File: src/rtl/i2cm_pkg.sv
package i2cm_pkg;

    typedef enum logic [1:0] {
        OP_START = 2'd0,
        OP_STOP  = 2'd1,
        OP_WRITE = 2'd2,
        OP_READ  = 2'd3
    } bit_op_e;

    typedef enum logic [3:0] {
        S_IDLE,
        S_START,
        S_ADDR,
        S_ADDR_ACK,
        S_DATA_CHK,
        S_TX_WAIT,
        S_TX_BITS,
        S_TX_ACK,
        S_RX_BITS,
        S_RX_HOLD,
        S_RX_ACK,
        S_WAIT_TC,
        S_WAIT_TCR,
        S_STOP
    } seq_state_e;

    localparam int FLAG_STOP = 0;
    localparam int FLAG_NACK = 1;
    localparam int FLAG_BERR = 2;
    localparam int FLAG_ARLO = 3;
    localparam int NUM_FLAGS = 4;

    localparam logic [4:0] HDR10_TAG = 5'b11110;

endpackage

File: src/rtl/i2cm_shifter.sv
module i2cm_shifter #(
    parameter int W = 8
) (
    input  logic         clk,
    input  logic         rst_n,
    input  logic         load,
    input  logic [W-1:0] load_val,
    input  logic         shift,
    input  logic         shift_in,
    output logic [W-1:0] byte_q,
    output logic         msb,
    output logic         last
);
    localparam int CW = (W > 1) ? $clog2(W) : 1;

    typedef struct packed {
        logic [W-1:0]  sr;
        logic [CW-1:0] cnt;
    } shf_t;

    shf_t sh_d, sh_q;

    always_comb begin
        sh_d = sh_q;
        if (load) begin
            sh_d.sr  = load_val;
            sh_d.cnt = '0;
        end else if (shift) begin
            sh_d.sr  = {sh_q.sr[W-2:0], shift_in};
            sh_d.cnt = sh_q.cnt + 1'b1;
        end
    end

    always_ff @(posedge clk or negedge rst_n) begin
        if (!rst_n) sh_q <= '0;
        else        sh_q <= sh_d;
    end

    assign byte_q = sh_q.sr;
    assign msb    = sh_q.sr[W-1];
    assign last   = (sh_q.cnt == CW'(W - 1));

endmodule

File: src/rtl/i2cm_flags.sv
module i2cm_flags #(
    parameter int N = 4
) (
    input  logic         clk,
    input  logic         rst_n,
    input  logic [N-1:0] set_i,
    input  logic [N-1:0] clr_i,
    output logic [N-1:0] flag_o
);
    logic [N-1:0] flg_d, flg_q;

    for (genvar i = 0; i < N; i++) begin : g_flag
        // a new event wins over a clear in the same cycle
        always_comb begin
            if (set_i[i])      flg_d[i] = 1'b1;
            else if (clr_i[i]) flg_d[i] = 1'b0;
            else               flg_d[i] = flg_q[i];
        end
    end

    always_ff @(posedge clk or negedge rst_n) begin
        if (!rst_n) flg_q <= '0;
        else        flg_q <= flg_d;
    end

    assign flag_o = flg_q;

endmodule

File: src/rtl/i2cm_seq_fsm.sv
module i2cm_seq_fsm
    import i2cm_pkg::*;
#(
    parameter int CNT_W  = 8,
    parameter int ADDR_W = 10,
    parameter int DATA_W = 8
) (
    input  logic              clk,
    input  logic              rst_n,
    input  logic              cmd_start,
    input  logic [ADDR_W-1:0] cmd_addr,
    input  logic              cmd_ten,
    input  logic              cmd_rd,
    input  logic [CNT_W-1:0]  cmd_nbytes,
    input  logic              cmd_reload,
    input  logic              cmd_stop,
    input  logic              cmd_count_wr,
    input  logic              tx_wr,
    input  logic [DATA_W-1:0] tx_data,
    input  logic              rx_rd,
    input  logic              bit_done,
    input  logic              bit_rx,
    input  logic              bus_err,
    input  logic [DATA_W-1:0] sh_byte,
    input  logic              sh_msb,
    input  logic              sh_last,
    output logic              sh_load,
    output logic [DATA_W-1:0] sh_load_val,
    output logic              sh_shift,
    output logic              sh_in,
    output logic              bit_req,
    output logic [1:0]        bit_op,
    output logic              bit_tx,
    output logic [NUM_FLAGS-1:0] flag_set,
    output logic [DATA_W-1:0] rx_data,
    output logic              st_txis,
    output logic              st_rxne,
    output logic              st_tc,
    output logic              st_tcr,
    output logic              st_busy,
    output logic              scl_hold,
    output logic [ADDR_W-1:0] fld_addr,
    output logic              fld_ten,
    output logic              fld_rd,
    output logic [CNT_W-1:0]  fld_count,
    output logic              fld_reload
);
    typedef struct packed {
        seq_state_e        st;
        logic [CNT_W-1:0]  cnt;
        logic [ADDR_W-1:0] addr;
        logic              ten;
        logic              rd;
        logic              rel;
        logic [1:0]        astep;
        logic [DATA_W-1:0] rxd;
        logic              rxne;
        logic              busy;
    } seq_t;

    seq_t seq_d, seq_q;

    // address byte for the first header (step 0) or the read header (step 2)
    function automatic logic [DATA_W-1:0] addr_byte(input seq_t s);
        logic [DATA_W-1:0] b;
        if (s.astep == 2'd2)
            b = {HDR10_TAG, s.addr[9:8], 1'b1};
        else if (s.ten)
            b = {HDR10_TAG, s.addr[9:8], 1'b0};
        else
            b = {s.addr[7:1], s.rd};
        return b;
    endfunction

    always_comb begin
        seq_d       = seq_q;
        sh_load     = 1'b0;
        sh_load_val = '0;
        sh_shift    = 1'b0;
        sh_in       = 1'b0;
        flag_set    = '0;

        if (rx_rd) seq_d.rxne = 1'b0;

        case (seq_q.st)
            S_IDLE: begin
                if (cmd_start) begin
                    seq_d.addr  = cmd_addr;
                    seq_d.ten   = cmd_ten;
                    seq_d.rd    = cmd_rd;
                    seq_d.cnt   = cmd_nbytes;
                    seq_d.rel   = cmd_reload;
                    seq_d.astep = 2'd0;
                    seq_d.st    = S_START;
                end
            end
            S_START: begin
                if (bit_done) begin
                    seq_d.busy  = 1'b1;
                    sh_load     = 1'b1;
                    sh_load_val = addr_byte(seq_q);
                    seq_d.st    = S_ADDR;
                end
            end
            S_ADDR, S_TX_BITS: begin
                if (bit_done) begin
                    if (sh_msb && !bit_rx) begin
                        flag_set[FLAG_ARLO] = 1'b1;
                        seq_d.busy          = 1'b0;
                        seq_d.st            = S_IDLE;
                    end else begin
                        sh_shift = 1'b1;
                        sh_in    = bit_rx;
                        if (sh_last)
                            seq_d.st = (seq_q.st == S_ADDR) ? S_ADDR_ACK : S_TX_ACK;
                    end
                end
            end
            S_ADDR_ACK: begin
                if (bit_done) begin
                    if (bit_rx) begin
                        flag_set[FLAG_NACK] = 1'b1;
                        seq_d.st            = S_STOP;
                    end else if (seq_q.ten && seq_q.astep == 2'd0) begin
                        seq_d.astep = 2'd1;
                        sh_load     = 1'b1;
                        sh_load_val = seq_q.addr[DATA_W-1:0];
                        seq_d.st    = S_ADDR;
                    end else if (seq_q.ten && seq_q.astep == 2'd1 && seq_q.rd) begin
                        seq_d.astep = 2'd2;
                        seq_d.st    = S_START;
                    end else begin
                        seq_d.st = S_DATA_CHK;
                    end
                end
            end
            S_DATA_CHK: begin
                if (seq_q.cnt == '0)
                    seq_d.st = seq_q.rel ? S_WAIT_TCR : S_WAIT_TC;
                else if (seq_q.rd) begin
                    sh_load  = 1'b1;
                    seq_d.st = S_RX_BITS;
                end else
                    seq_d.st = S_TX_WAIT;
            end
            S_TX_WAIT: begin
                if (tx_wr) begin
                    sh_load     = 1'b1;
                    sh_load_val = tx_data;
                    seq_d.st    = S_TX_BITS;
                end
            end
            S_TX_ACK: begin
                if (bit_done) begin
                    seq_d.cnt = seq_q.cnt - 1'b1;
                    if (bit_rx) begin
                        flag_set[FLAG_NACK] = 1'b1;
                        seq_d.st            = S_STOP;
                    end else
                        seq_d.st = S_DATA_CHK;
                end
            end
            S_RX_BITS: begin
                if (bit_done) begin
                    sh_shift = 1'b1;
                    sh_in    = bit_rx;
                    if (sh_last) seq_d.st = S_RX_HOLD;
                end
            end
            S_RX_HOLD: begin
                if (!seq_q.rxne) begin
                    seq_d.rxd  = sh_byte;
                    seq_d.rxne = 1'b1;
                    seq_d.cnt  = seq_q.cnt - 1'b1;
                    seq_d.st   = S_RX_ACK;
                end
            end
            S_RX_ACK: begin
                if (bit_done) seq_d.st = S_DATA_CHK;
            end
            S_WAIT_TC: begin
                if (cmd_start) begin
                    seq_d.addr  = cmd_addr;
                    seq_d.ten   = cmd_ten;
                    seq_d.rd    = cmd_rd;
                    seq_d.cnt   = cmd_nbytes;
                    seq_d.rel   = cmd_reload;
                    seq_d.astep = 2'd0;
                    seq_d.st    = S_START;
                end else if (cmd_stop) begin
                    seq_d.st = S_STOP;
                end
            end
            S_WAIT_TCR: begin
                if (cmd_count_wr) begin
                    seq_d.cnt = cmd_nbytes;
                    seq_d.rel = cmd_reload;
                    seq_d.st  = S_DATA_CHK;
                end
            end
            S_STOP: begin
                if (bit_done) begin
                    flag_set[FLAG_STOP] = 1'b1;
                    seq_d.busy  = 1'b0;
                    seq_d.cnt   = '0;
                    seq_d.addr  = '0;
                    seq_d.ten   = 1'b0;
                    seq_d.rd    = 1'b0;
                    seq_d.rel   = 1'b0;
                    seq_d.astep = 2'd0;
                    seq_d.st    = S_IDLE;
                end
            end
            default: seq_d.st = S_IDLE;
        endcase

        // a misplaced bus condition overrides whatever the sequence was doing
        if (bus_err) begin
            flag_set[FLAG_BERR] = 1'b1;
            if (seq_q.st != S_IDLE) begin
                seq_d.st   = S_IDLE;
                seq_d.busy = 1'b0;
            end
        end
    end

    always_ff @(posedge clk or negedge rst_n) begin
        if (!rst_n) seq_q <= '{st: S_IDLE, default: '0};
        else        seq_q <= seq_d;
    end

    // bit request decode
    always_comb begin
        bit_req = 1'b1;
        bit_op  = OP_READ;
        bit_tx  = 1'b1;
        case (seq_q.st)
            S_START:              bit_op = OP_START;
            S_STOP:               bit_op = OP_STOP;
            S_ADDR, S_TX_BITS: begin
                bit_op = OP_WRITE;
                bit_tx = sh_msb;
            end
            S_RX_ACK: begin
                bit_op = OP_WRITE;
                bit_tx = (seq_q.cnt == '0) && !seq_q.rel;
            end
            S_ADDR_ACK, S_TX_ACK, S_RX_BITS: bit_op = OP_READ;
            default:              bit_req = 1'b0;
        endcase
    end

    assign rx_data    = seq_q.rxd;
    assign st_rxne    = seq_q.rxne;
    assign st_busy    = seq_q.busy;
    assign st_txis    = (seq_q.st == S_TX_WAIT);
    assign st_tc      = (seq_q.st == S_WAIT_TC);
    assign st_tcr     = (seq_q.st == S_WAIT_TCR);
    assign scl_hold   = (seq_q.st == S_TX_WAIT) || (seq_q.st == S_RX_HOLD) ||
                        (seq_q.st == S_WAIT_TC) || (seq_q.st == S_WAIT_TCR);
    assign fld_addr   = seq_q.addr;
    assign fld_ten    = seq_q.ten;
    assign fld_rd     = seq_q.rd;
    assign fld_count  = seq_q.cnt;
    assign fld_reload = seq_q.rel;

endmodule

File: src/rtl/i2cm_xfer_seq.sv
module i2cm_xfer_seq
    import i2cm_pkg::*;
#(
    parameter int CNT_W  = 8,
    parameter int ADDR_W = 10,
    parameter int DATA_W = 8
) (
    input  logic              clk,
    input  logic              rst_n,
    input  logic              cmd_start,
    input  logic [ADDR_W-1:0] cmd_addr,
    input  logic              cmd_ten,
    input  logic              cmd_rd,
    input  logic [CNT_W-1:0]  cmd_nbytes,
    input  logic              cmd_reload,
    input  logic              cmd_stop,
    input  logic              cmd_count_wr,
    input  logic              tx_wr,
    input  logic [DATA_W-1:0] tx_data,
    input  logic              rx_rd,
    output logic [DATA_W-1:0] rx_data,
    input  logic [3:0]        flag_clr,
    output logic              st_txis,
    output logic              st_rxne,
    output logic              st_tc,
    output logic              st_tcr,
    output logic              st_busy,
    output logic              st_stopf,
    output logic              st_nack,
    output logic              st_berr,
    output logic              st_arlo,
    output logic [ADDR_W-1:0] fld_addr,
    output logic              fld_ten,
    output logic              fld_rd,
    output logic [CNT_W-1:0]  fld_count,
    output logic              fld_reload,
    output logic              scl_hold,
    output logic              bit_req,
    output logic [1:0]        bit_op,
    output logic              bit_tx,
    input  logic              bit_done,
    input  logic              bit_rx,
    input  logic              bus_err
);
    logic [DATA_W-1:0]    sh_byte, sh_load_val;
    logic                 sh_msb, sh_last, sh_load, sh_shift, sh_in;
    logic [NUM_FLAGS-1:0] flag_set, flag_q;

    i2cm_seq_fsm #(
        .CNT_W (CNT_W),
        .ADDR_W(ADDR_W),
        .DATA_W(DATA_W)
    ) u_fsm (
        .clk         (clk),
        .rst_n       (rst_n),
        .cmd_start   (cmd_start),
        .cmd_addr    (cmd_addr),
        .cmd_ten     (cmd_ten),
        .cmd_rd      (cmd_rd),
        .cmd_nbytes  (cmd_nbytes),
        .cmd_reload  (cmd_reload),
        .cmd_stop    (cmd_stop),
        .cmd_count_wr(cmd_count_wr),
        .tx_wr       (tx_wr),
        .tx_data     (tx_data),
        .rx_rd       (rx_rd),
        .bit_done    (bit_done),
        .bit_rx      (bit_rx),
        .bus_err     (bus_err),
        .sh_byte     (sh_byte),
        .sh_msb      (sh_msb),
        .sh_last     (sh_last),
        .sh_load     (sh_load),
        .sh_load_val (sh_load_val),
        .sh_shift    (sh_shift),
        .sh_in       (sh_in),
        .bit_req     (bit_req),
        .bit_op      (bit_op),
        .bit_tx      (bit_tx),
        .flag_set    (flag_set),
        .rx_data     (rx_data),
        .st_txis     (st_txis),
        .st_rxne     (st_rxne),
        .st_tc       (st_tc),
        .st_tcr      (st_tcr),
        .st_busy     (st_busy),
        .scl_hold    (scl_hold),
        .fld_addr    (fld_addr),
        .fld_ten     (fld_ten),
        .fld_rd      (fld_rd),
        .fld_count   (fld_count),
        .fld_reload  (fld_reload)
    );

    i2cm_shifter #(.W(DATA_W)) u_shf (
        .clk     (clk),
        .rst_n   (rst_n),
        .load    (sh_load),
        .load_val(sh_load_val),
        .shift   (sh_shift),
        .shift_in(sh_in),
        .byte_q  (sh_byte),
        .msb     (sh_msb),
        .last    (sh_last)
    );

    i2cm_flags #(.N(NUM_FLAGS)) u_flags (
        .clk   (clk),
        .rst_n (rst_n),
        .set_i (flag_set),
        .clr_i (flag_clr),
        .flag_o(flag_q)
    );

    assign st_stopf = flag_q[FLAG_STOP];
    assign st_nack  = flag_q[FLAG_NACK];
    assign st_berr  = flag_q[FLAG_BERR];
    assign st_arlo  = flag_q[FLAG_ARLO];

endmodule

File: config.mk
export PLATFORM = sky130hd
export DESIGN_NAME = i2cm_xfer_seq
export DESIGN_NICKNAME = d
export VERILOG_FILES = /design/src/rtl/i2cm_pkg.sv /design/src/rtl/i2cm_shifter.sv /design/src/rtl/i2cm_flags.sv /design/src/rtl/i2cm_seq_fsm.sv /design/src/rtl/i2cm_xfer_seq.sv
export SDC_FILE = /design/constraint.sdc
export NUM_CORES = 1
export LEC_CHECK = 0
export BUFFER_PORTS_ARGS = -buffer_cell sky130_fd_sc_hd__clkbuf_2
export CORE_ASPECT_RATIO = 2
export CORE_MARGIN = 1
export CORE_UTILIZATION = 45
export CTS_CLUSTER_SIZE = 8
export DETAILED_ROUTE_END_ITERATION = 7
export PLACE_DENSITY = 0.73
export SYNTH_ARGS = -nofsm -noshare
export SYNTH_HDL_FRONTEND = slang
export SYNTH_SLANG_ARGS = --single-unit
File: constraint.sdc
create_clock -name clk -period 1.95 [get_ports clk]
set_input_delay 0.195 -clock clk [delete_from_list [all_inputs] [get_ports clk]]
set_output_delay 0.195 -clock clk [all_outputs]
set_load 0.01 [all_outputs]
== Word level (Yosys, flattened, before mapping) ==
Index checks and enable logic that the tools add are counted.

* Register bits after elaboration: 52
* Bits in latches: 0
* RAM bits: 0
* Bits in read-only memories: 0
* Input bits: 43
* Output and inout port bits: 43
* Word-level logic and storage cells: 167
* Memories kept: 0

* Add/sub/neg operators: 2
* Multiply operators: 0
* Div/mod/pow operators: 0
* Magnitude comparators: 0
* Eq/ne operators: 25
* Shift-type cells: 0
* Muxes and demuxes: 91
* Bitwise logic cells: 1
* Reductions and logical operators: 32

{| class="wikitable"
|+ Operators by type and width
! operator !! count
|-
| $mux W4 || 17
|-
| $mux W8 || 7
|-
| $mux W27 || 2
|-
| $pmux W4 S13 || 1
|-
| $pmux W8 S6 || 1
|-
| $mux W1 || 39
|-
| $mux W12 || 3
|-
| $pmux W12 S3 || 1
|-
| $eq A4 B4 Y1 const B || 6
|-
| $pmux W8 S3 || 1
|-
| $mux W23 || 1
|-
| $mux W11 || 2
|-
| $eq A4 B3 Y1 const B || 4
|-
| $ne A2 B2 Y1 const B || 8
|-
| $reduce_and A7 Y1 || 2
|-
| $mux W3 || 4
|-
| $reduce_bool A4 Y1 || 3
|-
| $reduce_bool A2 Y1 || 5
|-
| $eq A4 B2 Y1 const B || 2
|-
| $logic_not A8 Y1 || 1
|-
| $mux W2 || 4
|-
| $pmux W1 S4 || 2
|-
| $pmux W2 S4 || 1
|-
| $reduce_or A8 Y1 || 1
|-
| other kinds (23) || 33
|}

== Depth between registers and ports, before layout ==
Gate-level depths: netlist of run 1.

* Depth in word-level cells: 10
* Depth in mapped cells: 9
* Mapped depth without buffers: 7

== Hierarchy ==
From an unflattened synthesis of run 1, not the netlist that was laid out.

* Cells, all modules: 418
* Area, all modules: 3646.0 um^2

{| class="wikitable"
|+ Modules (own cells, without submodules)
! module !! instances !! cells an instance !! area each (um^2)
|-
| i2cm_seq_fsm || 1 || 352 || 2929.1
|-
| i2cm_shifter || 1 || 54 || 571.8
|-
| i2cm_flags || 1 || 12 || 145.1
|}

== Worst setup path after synthesis of run 1 ==
No wires, ideal clock.

* Path type: flip-flop to flip-flop
* From: register u_fsm.seq_q (netlist bit u_fsm.fld_count[0])
* To: register u_shf.sh_q (netlist bit u_shf.byte_q[0])
* Setup time: 0.132 ns
* Arrival: 1.832 ns
* Required time: 1.818 ns
* Path slack: -0.014 ns
* Cell stages (with the launch flop): 8
* Clock period less this slack: 1.964 ns
* Cell sequence: dfrtp_1 -> inv_1 -> ha_1 -> nor3b_1 -> a21boi_2 -> a2111oi_4 -> nand2_2 -> a2bb2oi_1

* Cells in the longest elaborated chain, start to end: 4
* Elaborated cells on any way between the ends: 5
* Classes of those cells: mux: 3; reduce/logical: 2

{| class="wikitable"
|+ Ends and longest elaborated chain
! element !! RTL line !! source
|-
| start: declaration || i2cm_seq_fsm.sv:61 || <nowiki>seq_t seq_d, seq_q;</nowiki>
|-
| start signal: assignment || i2cm_seq_fsm.sv:229 || <nowiki>else seq_q <= seq_d;</nowiki>
|-
| $logic_not A8 Y1 (*) || i2cm_seq_fsm.sv:138 || <nowiki>if (seq_q.cnt == '0)</nowiki>
|-
| $mux W1 (*) || i2cm_seq_fsm.sv:138 ||
|-
| $pmux W1 S4 (*) || i2cm_seq_fsm.sv:85 || <nowiki>case (seq_q.st)</nowiki>
|-
| $mux W11 or $reduce_bool A2 Y1 (tied branches) || - ||
|-
| end signal: assignment || i2cm_shifter.sv:35 || <nowiki>if (!rst_n) sh_q <= '0;</nowiki>
|-
| end signal: assignment || i2cm_shifter.sv:36 || <nowiki>else sh_q <= sh_d;</nowiki>
|-
| end: declaration || i2cm_shifter.sv:21 || <nowiki>shf_t sh_d, sh_q;</nowiki>
|}

Every way passes the cells marked *; elsewhere a longest branch is shown, timed or not.
A chain may end at the register's enable or synchronous reset.

== Worst setup path after layout of run 1 ==
* From: register u_fsm.seq_q (netlist bit u_fsm.fld_count[6])
* To: output port bit_tx

* Cells in the longest elaborated chain, start to end: 3

{| class="wikitable"
|+ Ends and longest elaborated chain
! element !! RTL line !! source
|-
| $logic_not A8 Y1 || i2cm_seq_fsm.sv:246 || <nowiki>bit_tx = (seq_q.cnt == '0) && !seq_q.rel;</nowiki>
|-
| $logic_and A1 B1 Y1 || i2cm_seq_fsm.sv:246 ||
|-
| $pmux W1 S2 || i2cm_seq_fsm.sv:237 || <nowiki>case (seq_q.st)</nowiki>
|-
| end: declaration || i2cm_xfer_seq.sv:40 || <nowiki>output logic bit_tx,</nowiki>
|}

Every way passes these cells.

==> metrics.md, run 1 <==
| Metric | Value |
|---|---|
| IO Pins | 86 |
| Share of cells above drive strength 1 | 43.8% |
| Failing checks | setup timing |
| Reg2reg setup slack | 0.03 ns |
| All-Layer GR Usage | 29.6% |
| DR DRC count | 0 |
| Slew HR | 55.0% |
| Placed cell count | 601 |
| Port bufs | 85 |
| Vias | 3,649 |
| Core Util, Final | 64.5% |
| Vias in the first global route | 3,651 |
| Fmax | 502 MHz |
| DR iter-0 viols | 221 |
| Synth warn | 0 |
| #FFs+latches synth | 52 |
| Post-synth top flop | dfrtp_1 |
| Post-DR vias/cell | 5.85 |
| Grt ovf | 0 |
| Fin nets | 578 |
| Tcrit/Tclk final | 102% |
| Tmin final | 1.99 ns |
| Sequential cell area | 0.00131 sq mm |
| Sequential share of the synthesized area | 37.9% |
| Final setup viols | 1 |
| Clk pin slew, worst setup/hold paths | 0.07 ns |
| VDD IR-drop max | 0.000909 V |
| CP Launch Type | flip-flop |
| CTS Buffer Depth | 2 |
| Total CTS buffers | 5 |
| Reg2Reg Depth | 7 |
| Async S/R FF share, synth | 100% |
| Hold Path Class | in -> async |
| Post-Route WL | 11,700 um |
| Synthesized area | 0.00344 sq mm |
| Initial Utilization | 46.9% |
| Layout Area Growth over Synthesis | 37.5% |
| Final Hold Viols | 0 |
| Post-synth EDFFs | 0 |
| Fin. max-slew vios | 0 |
| HPWL Detailed | 8760 um |
| Avg WL per Cell | 18.8 um |
| Largest net degree at the start of global routing | 53 |
| CTS Sinks | 52 |
| Top cells by count, synth | dfrtp_1 (52), o21ai_0 (47), nand2_1 (40) |
| Cell count after synthesis | 400 |
| RSZ-0062 raised after global routing | true |
| Syn Area/Cell | 8.59 sq um |
| Post-layout worst setup margin | -0.0417 ns |
| Setup tns final | -0.0417 ns |
| Worst slew pin tran | 0.675 ns |
| Leak Pwr | 2.22 nW |
| R2R Path Start | u_fsm.fld_count[6] |
| First-pass GRT wire length | 17,900 um |
| Die area | 0.00801 sq mm |
| Yosys cell types | 62 |
| CP Capture Type | output pin |
| CP required | 1.75 ns |
| CP Data Arrival Time | 1.80 ns |
| Power per cell area | 1490 mW/mm^2 |
| Largest cells by area after synthesis | dfrtp_1 (38%), o21ai_0 (6.8%), buf_4 (5.7%) |
| Outcome | finished with violations |
| Power Total | 0.00703 W |
| H-tree levels | 2 |
| Fin cells | 624 |
| Final ANT Viol Nets | 0 |
| Die height | 126 um |
| Initial antenna violation count | 0 |
| ANT cells | 0 |
| Clock Skews | 0.00776 ns |
| Gpl congestion | 0.982 |
| TritonCTS clock tree | yes |
| Terminus of the critical flop-to-flop path | u_shf.byte_q[0] |
| Share of the synthesized area in the top cell type | 37.9% |
| MaxCap Viol Count | 0 |
| Post-synth net total | 447 |
| Critical path class | reg -> out |
| CP Max Fanout | 2 |
| Count leader, synth | dfrtp_1 |
| Filler Cell Count | 633 |
| Clk_lat worst skew | 0.30 ns |
| Placeable Area | 0.00732 sq mm |
| Chip Width | 63.8 um |
| Root buf cell | clkbuf_16 |
| DR pass1 iterations | 4 |
| Post-synth top area cell | dfrtp_1 |
| Rows | 44 |
| Multi-input gate area | 0.00193 sq mm |
## timing repair
item                       4_1_cts  5_1_grt
hold buffers                     0        0
gates resized for setup         11       44
gates cloned                     0        1
setup endpoints to repair       18       43
pin swaps                        4        3
buffers inserted                 3       11
## area by class of cell
cell class                 count  area share [%]
sequential                    52            27.6
inverter                      15            1.19
tap                           92            2.44
clock buffer                   5            2.65
multi-input combinational    284            40.9
timing repair buffer         173            24.3
clock inverter                 3           0.900
## sequential cells by signal, indices dropped and copies added, names as in the netlist
name / count
u_shf.byte_q: 8
u_fsm.fld_count: 8
u_fsm.st_busy: 1
u_fsm.st_rxne: 1
u_fsm.fld_ten: 1
u_flags.flag_o: 4
u_fsm.seq_q: 6
u_fsm.fld_addr: 10
u_shf.sh_q: 3
u_fsm.fld_rd: 1
u_fsm.fld_reload: 1
u_fsm.rx_data: 8
## routing by layer
metal / vias up / share of wire (%) / global-route usage [%]
li1: 1687 / - / -
met1: 1758 / 33 / 28.3
met2: 154 / 56 / 55.4
met3: 50 / 4.2 / 4.29
met4: 0 / 6.8 / 20.3
met5: - / 0 / 0
## kinds of logic after synthesis
| kind of cell | after synthesis | share of synthesized area [%] |
|---|---|---|
| muxes | 11 | 3.53 |
| adders and majority gates | 4 | 1.46 |
| AOI/OAI and AO/OA | 127 | 24.5 |
| xor gates and xnor gates | 2 | 0.510 |
| and+or+nand+nor | 140 | 21.7 |
| DFF | 52 | 37.9 |
| buffers and inverters | 64 | 10.5 |
## cell usage in the layout (no fill, tap or decap), types with 3 or more instances in the layout
cell type  count
nor3_1        12
ha_1           3
nor2b_1        5
a221oi_1       5
a21o_1         4
buf_4         81
a2bb2oi_1      5
nand2b_1      10
nor2_1        29
dfrtp_2        3
inv_1         12
o22ai_1        6
o21ai_0       35
nand2_1       40
dfrtp_1       49
nor4bb_1       3
a31oi_1        5
o21ai_1        9
nand3_1        7
a2bb2oi_2      3
o21ai_2        3
a21oi_1       18
mux2_2         9
nor4_1         5
a22oi_1        5
buf_12         3
o31ai_1        3
clkbuf_16      6
a211oi_2       3
clkbuf_2      84
o211ai_1       4
## where the power goes
| group | internal, W | leakage, nW | total [W] | switching [W] |
|---|---|---|---|---|
| combinational | 0.00202 | 1.48 | 0.00413 | 0.00211 |
| clock | 0.000604 | 0.0798 | 0.00102 | 0.000421 |
| sequential | 0.00148 | 0.663 | 0.00187 | 0.000389 |
| total | 0.00411 | 2.22 | 0.00703 | 0.00292 |
## worst max path at each step
stage,from,end
6_report,u_fsm.fld_count[6],bit_tx
5_1_grt,u_fsm.fld_count[0],bit_tx
4_1_cts,u_fsm.fld_count[6],bit_tx
3_5_place_dp,u_fsm.fld_count[0],u_shf.byte_q[3]
3_3_place_gp,u_fsm.seq_q[34],u_fsm.fld_count[4]
2_1_floorplan,u_fsm.fld_count[0],u_shf.byte_q[0]
## metrics by stage
step | instance area (sq um) | hold slack, ns | setup WS, ns
3_5_place_dp | 4270 | 0.364 | -0.0988
2_1_floorplan | 3440 | -0.101 | 0.0398
3_3_place_gp | 4270 | 0.353 | -0.00832
4_1_cts | 4500 | 0.0309 | -0.0602
6_report | 4720 | 0.0110 | -0.0417
5_1_grt | 4720 | 0.0692 | -0.105
## worst max-delay path: stages, from the launching register on
cell,delay (ns)
dfrtp_1,0.44
nor4_4,0.36
and2_4,0.20
nor2b_4,0.13
buf_6,0.12
o22ai_2,0.06
nand2_1,0.06
buf_2,0.12
No activity file was read; power rests on OpenSTA's default activity.
==> run 2: changes to the inputs <==
--- a/config.mk
+++ b/config.mk
@@ -5,13 +5,14 @@
 export SDC_FILE = /design/constraint.sdc
 export NUM_CORES = 1
 export LEC_CHECK = 0
+export ABC_AREA = 1
 export BUFFER_PORTS_ARGS = -buffer_cell sky130_fd_sc_hd__clkbuf_2
 export CORE_ASPECT_RATIO = 2
 export CORE_MARGIN = 1
 export CORE_UTILIZATION = 45
 export CTS_CLUSTER_SIZE = 8
 export DETAILED_ROUTE_END_ITERATION = 7
-export PLACE_DENSITY = 0.73
+export PLACE_DENSITY = 0.72
 export SYNTH_ARGS = -nofsm -noshare
 export SYNTH_HDL_FRONTEND = slang
 export SYNTH_SLANG_ARGS = --single-unit
==> run 2 against run 1 <==
The run now ends clean. Fmax up 6.6%. Total power down 11%. Cell count up 8.0%. Synthesized cell count up 27%. Critical endpoint unchanged. Highest routed layer unchanged.
==> metrics.md, run 2 <==
| Metric | Value |
|---|---|
| Combinational Power Share | 55.9% |
| DR pass1 iterations | 5 |
| Initial antenna violation count | 0 |
| Syn Area/Cell | 7.24 sq um |
| HPWL Detailed | 8750 um |
| Synth warn | 0 |
| Initial Utilization | 46.2% |
| Terminus of the critical flop-to-flop path | u_shf.sh_q[1] |
| Cell count after synthesis | 507 |
| Final setup viols | 0 |
| Count leader, synth | nand2_1 |
| Post-DP Area | 0.00405 sq mm |
| Power per cell area | 1460 mW/mm^2 |
| CP max-delay cell | dfrtp_1 |
| Post-synth top flop | dfrtp_1 |
| Share of cells above drive strength 1 | 30.1% |
| CTS Hold Buffers Added | 0 |
| Share of the synthesized area in the top cell type | 35.4% |
| Internal power | 0.00317 W |
| Final Hold Viols | 0 |
| CP Capture Type | output pin |
| CTS Sinks | 52 |
| Yosys cell types | 39 |
| Clk pwr share | 14.5% |
| Slew HR | 53.2% |
| Port bufs | 85 |
| First-pass GRT wire length | 17,700 um |
| R2R Path Start | u_fsm.fld_count[0] |
| Reg2reg setup slack | 0.13 ns |
| Largest cells by area after synthesis | dfrtp_1 (35%), nand2_1 (17%), nand3_1 (6.0%) |
| Outcome | finished clean |
| Multi-input gate area | 0.00198 sq mm |
| Commonest non-fill, non-tap cell in the layout | nand2_1 |
| Cell area after layout | 0.00426 sq mm |
| Post-synth net total | 554 |
| Fmax | 535 MHz |
| Layout Area Growth over Synthesis | 16.1% |
| All-Layer GR Usage | 28.2% |
| MaxCap Viol Count | 0 |
| CP Data Arrival Time | 1.67 ns |
| Post-layout worst setup margin | 0.0823 ns |
| Post-Route WL | 11,400 um |
| Sequential cell area | 0.00131 sq mm |
| CP required | 1.75 ns |
| IO Pins | 86 |
| H-tree levels | 2 |
| Post-synth EDFFs | 0 |
| Sw Share | 49.2% |
| Die area | 0.00855 sq mm |
| Grt ovf | 0 |
| Total CTS buffers | 5 |
| Power Total | 0.00624 W |
| Fin. max-slew vios | 0 |
| Clk_lat worst skew | 0.29 ns |
| Placeable Area | 0.00794 sq mm |
| Hold Path Class | in -> async |
| #FFs+latches synth | 52 |
| Avg WL per Cell | 16.9 um |
| ANT cells | 0 |
| Sequential share of the synthesized area | 35.4% |
| Vias in the first global route | 3,564 |
| Largest net degree at the start of global routing | 53 |
| Worst slew pin tran | 0.701 ns |
| Die height | 130 um |
| Post-Place Worst Slack | 0.104 ns |
| CTS Buffer Depth | 2 |
| Critical path class | reg -> out |
| Final ANT Viol Nets | 0 |
| Chip Width | 65.9 um |
| Critical-path cell list | inv_2, ha_1, nand2_1, nor2_4, nand3_2, o211ai_1, buf_2 |
| Synthesized area | 0.00367 sq mm |
| CP Launch Type | flip-flop |
| Clk pin slew, worst setup/hold paths | 0.07 ns |
| Max incr delay on CP | 0.40 ns |
| Leak Pwr | 2.36 nW |
| Flop pwr share | 29.6% |
| Critical path origin | u_fsm.fld_count[0] |
| Reg2Reg Depth | 11 |
| Tmin final | 1.87 ns |
| Most frequent cells in the layout | nand2_1 (160), clkbuf_2 (84), dfrtp_1 (49), nand3_1 (43), nor2_1 (42) |
| Clock Skews | 0.00469 ns |
| DR iter-0 viols | 181 |
| Gpl congestion | 1.04 |
| Fin nets | 625 |
| Max reg flops | 10 |
| DR DRC count | 0 |
| CP Max Fanout | 5 |
| Post-DR vias/cell | 5.50 |
| Rows | 46 |
| Post-synth top area cell | dfrtp_1 |
| Tcrit/Tclk final | 95.8% |
| Top cells by count, synth | nand2_1 (163), dfrtp_1 (52), nor2_1 (48) |
| Vias | 3,707 |
| Switch Pwr | 0.00307 W |
| Root buf cell | clkbuf_16 |
| VDD IR-drop max | 0.00103 V |
| Filler Cell Count | 782 |
| Async S/R FF share, synth | 100% |
| TritonCTS clock tree | yes |
| WHS | 0.0104 ns |
| RSZ-0062 raised after global routing | false |
run 2: cell types whose count changed after synthesis, sizes merged, moves of 8 or more:
cell,previous run,this run
nand2,41,176
nand3,7,49
inv,14,47
nor2,31,60
nand4,2,18
nor3,15,1
buf,45,32
o21ai,47,35
nand2b,11,0
a21oi,19,9
a2bb2oi,8,0
run 2: worst max-delay path by stage:
stage | to | slack (ns) | cells past startpoint
after global routing | bit_req | 0.01 | 7
after global placement | u_fsm.fld_count[0] | 0.14 | 8
after detailed placement | u_fsm.fld_count[1] | 0.10 | 8
final | bit_tx | 0.08 | 7
after floorplan | u_fsm.fld_addr[0] | 0.45 | 8
after CTS | bit_tx | -0.04 | 6
run 2: area by class of cell:
class	instances	area share, %
flip-flops and latches	52	30.6
multi-input cells	373	46.4
repair buffers	98	12.3
clock inverters	1	0.205
well taps	96	2.82
inverters	48	4.46
clock buffers	6	3.26
run 2: repair_timing:
| item | in CTS | in global routing |
|---|---|---|
| gates resized for setup | 4 | 15 |
| buffers inserted | 0 | 2 |
| pin swaps | 0 | 1 |
| setup endpoints to repair | 2 | 5 |
run 2: routing by layer:
layer	GRT usage (%)	up-vias	share of wire, %	routed length, um
met5	0	-	0	0
li1	-	1754	-	-
met1	27.4	1696	34	3820
met3	4.81	62	6.2	703
met4	22.9	0	7.8	884
met2	50.4	195	53	5990
run 2: worst max-delay path, delay by kind of cell, from the launching register on:
family	cells	cell delay [ns]
DFF	1	0.40
and+or+nand+nor	3	0.35
buffers and inverters	2	0.30
adders and majority gates	1	0.17
AOI/OAI and AO/OA	1	0.15
run 2: power by group through the flow:
stage | Sequential, W | Clock [W] | Combinational (W)
finish | 0.00185 | 0.000903 | 0.00349
global route | 0.00189 | 0.000955 | 0.00386
CTS | 0.00182 | 0.000925 | 0.00339
detailed placement | 0.00184 | 0 | 0.00335
global placement | 0.00183 | 0 | 0.00331
floorplan | 0.00172 | 0 | 0.00267
run 2: cells by family (layout without fill, tap and decap cells):
logic type               after synthesis  after routing  share of synthesized area [%]
AO/OA/AOI/OAI                         52             52                           8.52
adder cells (fa/ha/maj)                4              4                           1.36
multiplexers                           7              7                           2.15
buffers and inverters                 82            153                           11.9
AND/OR/NAND/NOR                      305            305                           39.5
flip-flops                            52             52                           35.4
XOR/XNOR                               5              5                           1.19
run 2: per-stage QoR:
| step | util (%) | std cells | setup TNS, ns |
|---|---|---|---|
| floorplan | - | 507 | 0 |
| global placement | 51.0 | 665 | 0 |
| detailed placement | 51.0 | 665 | 0 |
| CTS | 53.0 | 672 | -0.0361 |
| global route | 53.7 | 674 | 0 |
| finish | 53.7 | 674 | 0 |
==> run 3: changes to the inputs <==
--- a/config.mk
+++ b/config.mk
@@ -9,10 +9,10 @@
 export BUFFER_PORTS_ARGS = -buffer_cell sky130_fd_sc_hd__clkbuf_2
 export CORE_ASPECT_RATIO = 2
 export CORE_MARGIN = 1
-export CORE_UTILIZATION = 45
+export CORE_UTILIZATION = 49
 export CTS_CLUSTER_SIZE = 8
 export DETAILED_ROUTE_END_ITERATION = 7
-export PLACE_DENSITY = 0.72
+export PLACE_DENSITY = 0.78
 export SYNTH_ARGS = -nofsm -noshare
 export SYNTH_HDL_FRONTEND = slang
 export SYNTH_SLANG_ARGS = --single-unit
==> run 3 against run 2 <==
Cell count fell by 0.59%. First-iteration DRC count rose by 9.4%. Setup slack improved by 0.022 ns. Largest power group unchanged. Wire length fell by 6.1%. Highest routed layer unchanged.
==> metrics.md, run 3 (synthesis results as in run 2) <==
| Metric | Value |
|---|---|
| Outcome | finished clean |
| Grt ovf | 0 |
| Chip Width | 63.2 um |
| Initial Utilization | 50.5% |
| Sw Share | 48.7% |
| Leak Pwr | 2.35 nW |
| Post-Route WL | 10,700 um |
| Core Util, Final | 58.2% |
| Internal power | 0.00315 W |
| RSZ-0062 raised after global routing | true |
| Critical-path cell list | inv_1, nand2_2, nor2_2, nand3_1, o211ai_1, clkbuf_2 |
| CTS Hold Buffers Added | 0 |
| Final ANT Viol Nets | 0 |
| Post-DR vias/cell | 5.34 |
| Critical path origin | u_fsm.seq_q[35] |
| H-tree levels | 2 |
| Fmax | 542 MHz |
| Rows | 44 |
| Largest net degree at the start of global routing | 53 |
| CTS Buffer Depth | 2 |
| Final setup viols | 0 |
| Slew HR | 54.6% |
| Worst slew pin tran | 0.680 ns |
| R2R Path Start | u_fsm.seq_q[35] |
| DR iter-0 viols | 198 |
| CP max-delay cell | dfrtp_1 |
| Die height | 124 um |
| Root buf cell | clkbuf_16 |
| Total CTS buffers | 5 |
| Gpl congestion | 0.996 |
| Cell area after layout | 0.00423 sq mm |
| Combinational Power Share | 55.8% |
| Clk_lat worst skew | 0.29 ns |
| Critical path class | reg -> out |
| Vias | 3,581 |
| Max reg flops | 10 |
| Switch Pwr | 0.00299 W |
| Fin cells | 670 |
| Layout Area Growth over Synthesis | 15.2% |
| Placeable Area | 0.00727 sq mm |
| CTS Sinks | 52 |
| Tcrit/Tclk final | 94.7% |
| Initial antenna violation count | 0 |
| TritonCTS clock tree | yes |
| CP Data Arrival Time | 1.65 ns |
| Commonest non-fill, non-tap cell in the layout | nand2_1 |
| Vias in the first global route | 3,633 |
| Placed cell count | 662 |
| Reg2Reg Depth | 9 |
| Reg2reg setup slack | 0.15 ns |
| Tmin final | 1.85 ns |
| Clk pwr share | 14.7% |
| Port bufs | 85 |
| CP required | 1.75 ns |
| Terminus of the critical flop-to-flop path | u_fsm.fld_rd |
| Most frequent cells in the layout | nand2_1 (162), clkbuf_2 (85), dfrtp_1 (50), nor2_1 (45), nand3_1 (44) |
| Share of cells above drive strength 1 | 28.7% |
| MaxCap Viol Count | 0 |
| IO Pins | 86 |
| Max incr delay on CP | 0.46 ns |
| VDD IR-drop max | 0.000918 V |
| CP Max Fanout | 5 |
| ANT cells | 0 |
| Post-DP Area | 0.00406 sq mm |
| All-Layer GR Usage | 28.9% |
| Die area | 0.00787 sq mm |
| Final Hold Viols | 0 |
| Clk pin slew, worst setup/hold paths | 0.07 ns |
| Clock Skews | 0.00202 ns |
| Fin nets | 624 |
| CP Capture Type | output pin |
| DR pass1 iterations | 5 |
| HPWL Detailed | 8560 um |
| Hold Path Class | in -> async |
| Fin. max-slew vios | 0 |
| DR DRC count | 0 |
| Avg WL per Cell | 16.0 um |
| First-pass GRT wire length | 17,500 um |
| Flop pwr share | 29.5% |
| Power per cell area | 1450 mW/mm^2 |
| CP Launch Type | flip-flop |
[run 3: cell count changes in the layout (fill, tap and decap cells not counted), sizes merged]
cell,delta
clkinv,-1
clkbuf,+2
buf,-2
clkinvlp,+1
[run 3: critical path, delay by kind of cell (launching register included)]
kind / cells / cell delay [ns]
AO/OA/AOI/OAI: 1 / 0.11
flip-flops: 1 / 0.46
AND/OR/NAND/NOR: 3 / 0.42
buffers and inverters: 2 / 0.35
[run 3: timing repair]
item	CTS	global route
setup endpoints to repair	0	22
endpoints found under the hold margin	0	0
resized for setup	0	10
setup buffers	0	0
[run 3: worst max-delay path by stage]
stage          depth (start not counted)            endpoint
2_1_floorplan                          8   u_fsm.fld_addr[0]
3_3_place_gp                           9  u_fsm.fld_count[6]
3_5_place_dp                           9  u_fsm.fld_count[6]
4_1_cts                                7              bit_tx
5_1_grt                                9        u_fsm.fld_rd
6_report                               6              bit_tx
[run 3: metal layers]
metal  GRT usage (%)  up-vias  part of all wire [%]
li1                -     1764                     -
met1            29.5     1638                    35
met2            53.8      143                    55
met3            3.21       36                   4.1
met4            18.3        0                   5.8
met5               0        -                     0
[run 3: cell type report]
cell class	instances	area, sq um
Fill cell	722	3040
Tap cell	92	115
Timing Repair Buffer	97	515
Inverter	48	188
Clock inverter	1	7.51
Multi-Input combinational cell	373	1960
Sequential cell	52	1300
Clock buffer	7	143
[run 3: power by group through the flow]
stage | Combinational (W) | Clock [W] | Sequential (W)
global placement | 0.00333 | 0 | 0.00180
detailed placement | 0.00337 | 0 | 0.00182
finish | 0.00342 | 0.000900 | 0.00181
CTS | 0.00339 | 0.000914 | 0.00180
global route | 0.00378 | 0.000945 | 0.00186
floorplan | 0.00267 | 0 | 0.00172
[run 3: through the flow]
step | total power, W | hold slack (ns) | worst slack (ns) | setup TNS [ns]
final | 0.00613 | 0.00910 | 0.104 | 0
after CTS | 0.00611 | 0.0437 | 0.0161 | 0
after global placement | 0.00513 | 0.341 | 0.150 | 0
after global routing | 0.00658 | 0.0780 | -0.000724 | -0.000724
after floorplan | 0.00439 | -0.101 | 0.447 | 0
after detailed placement | 0.00519 | 0.351 | 0.121 | 0
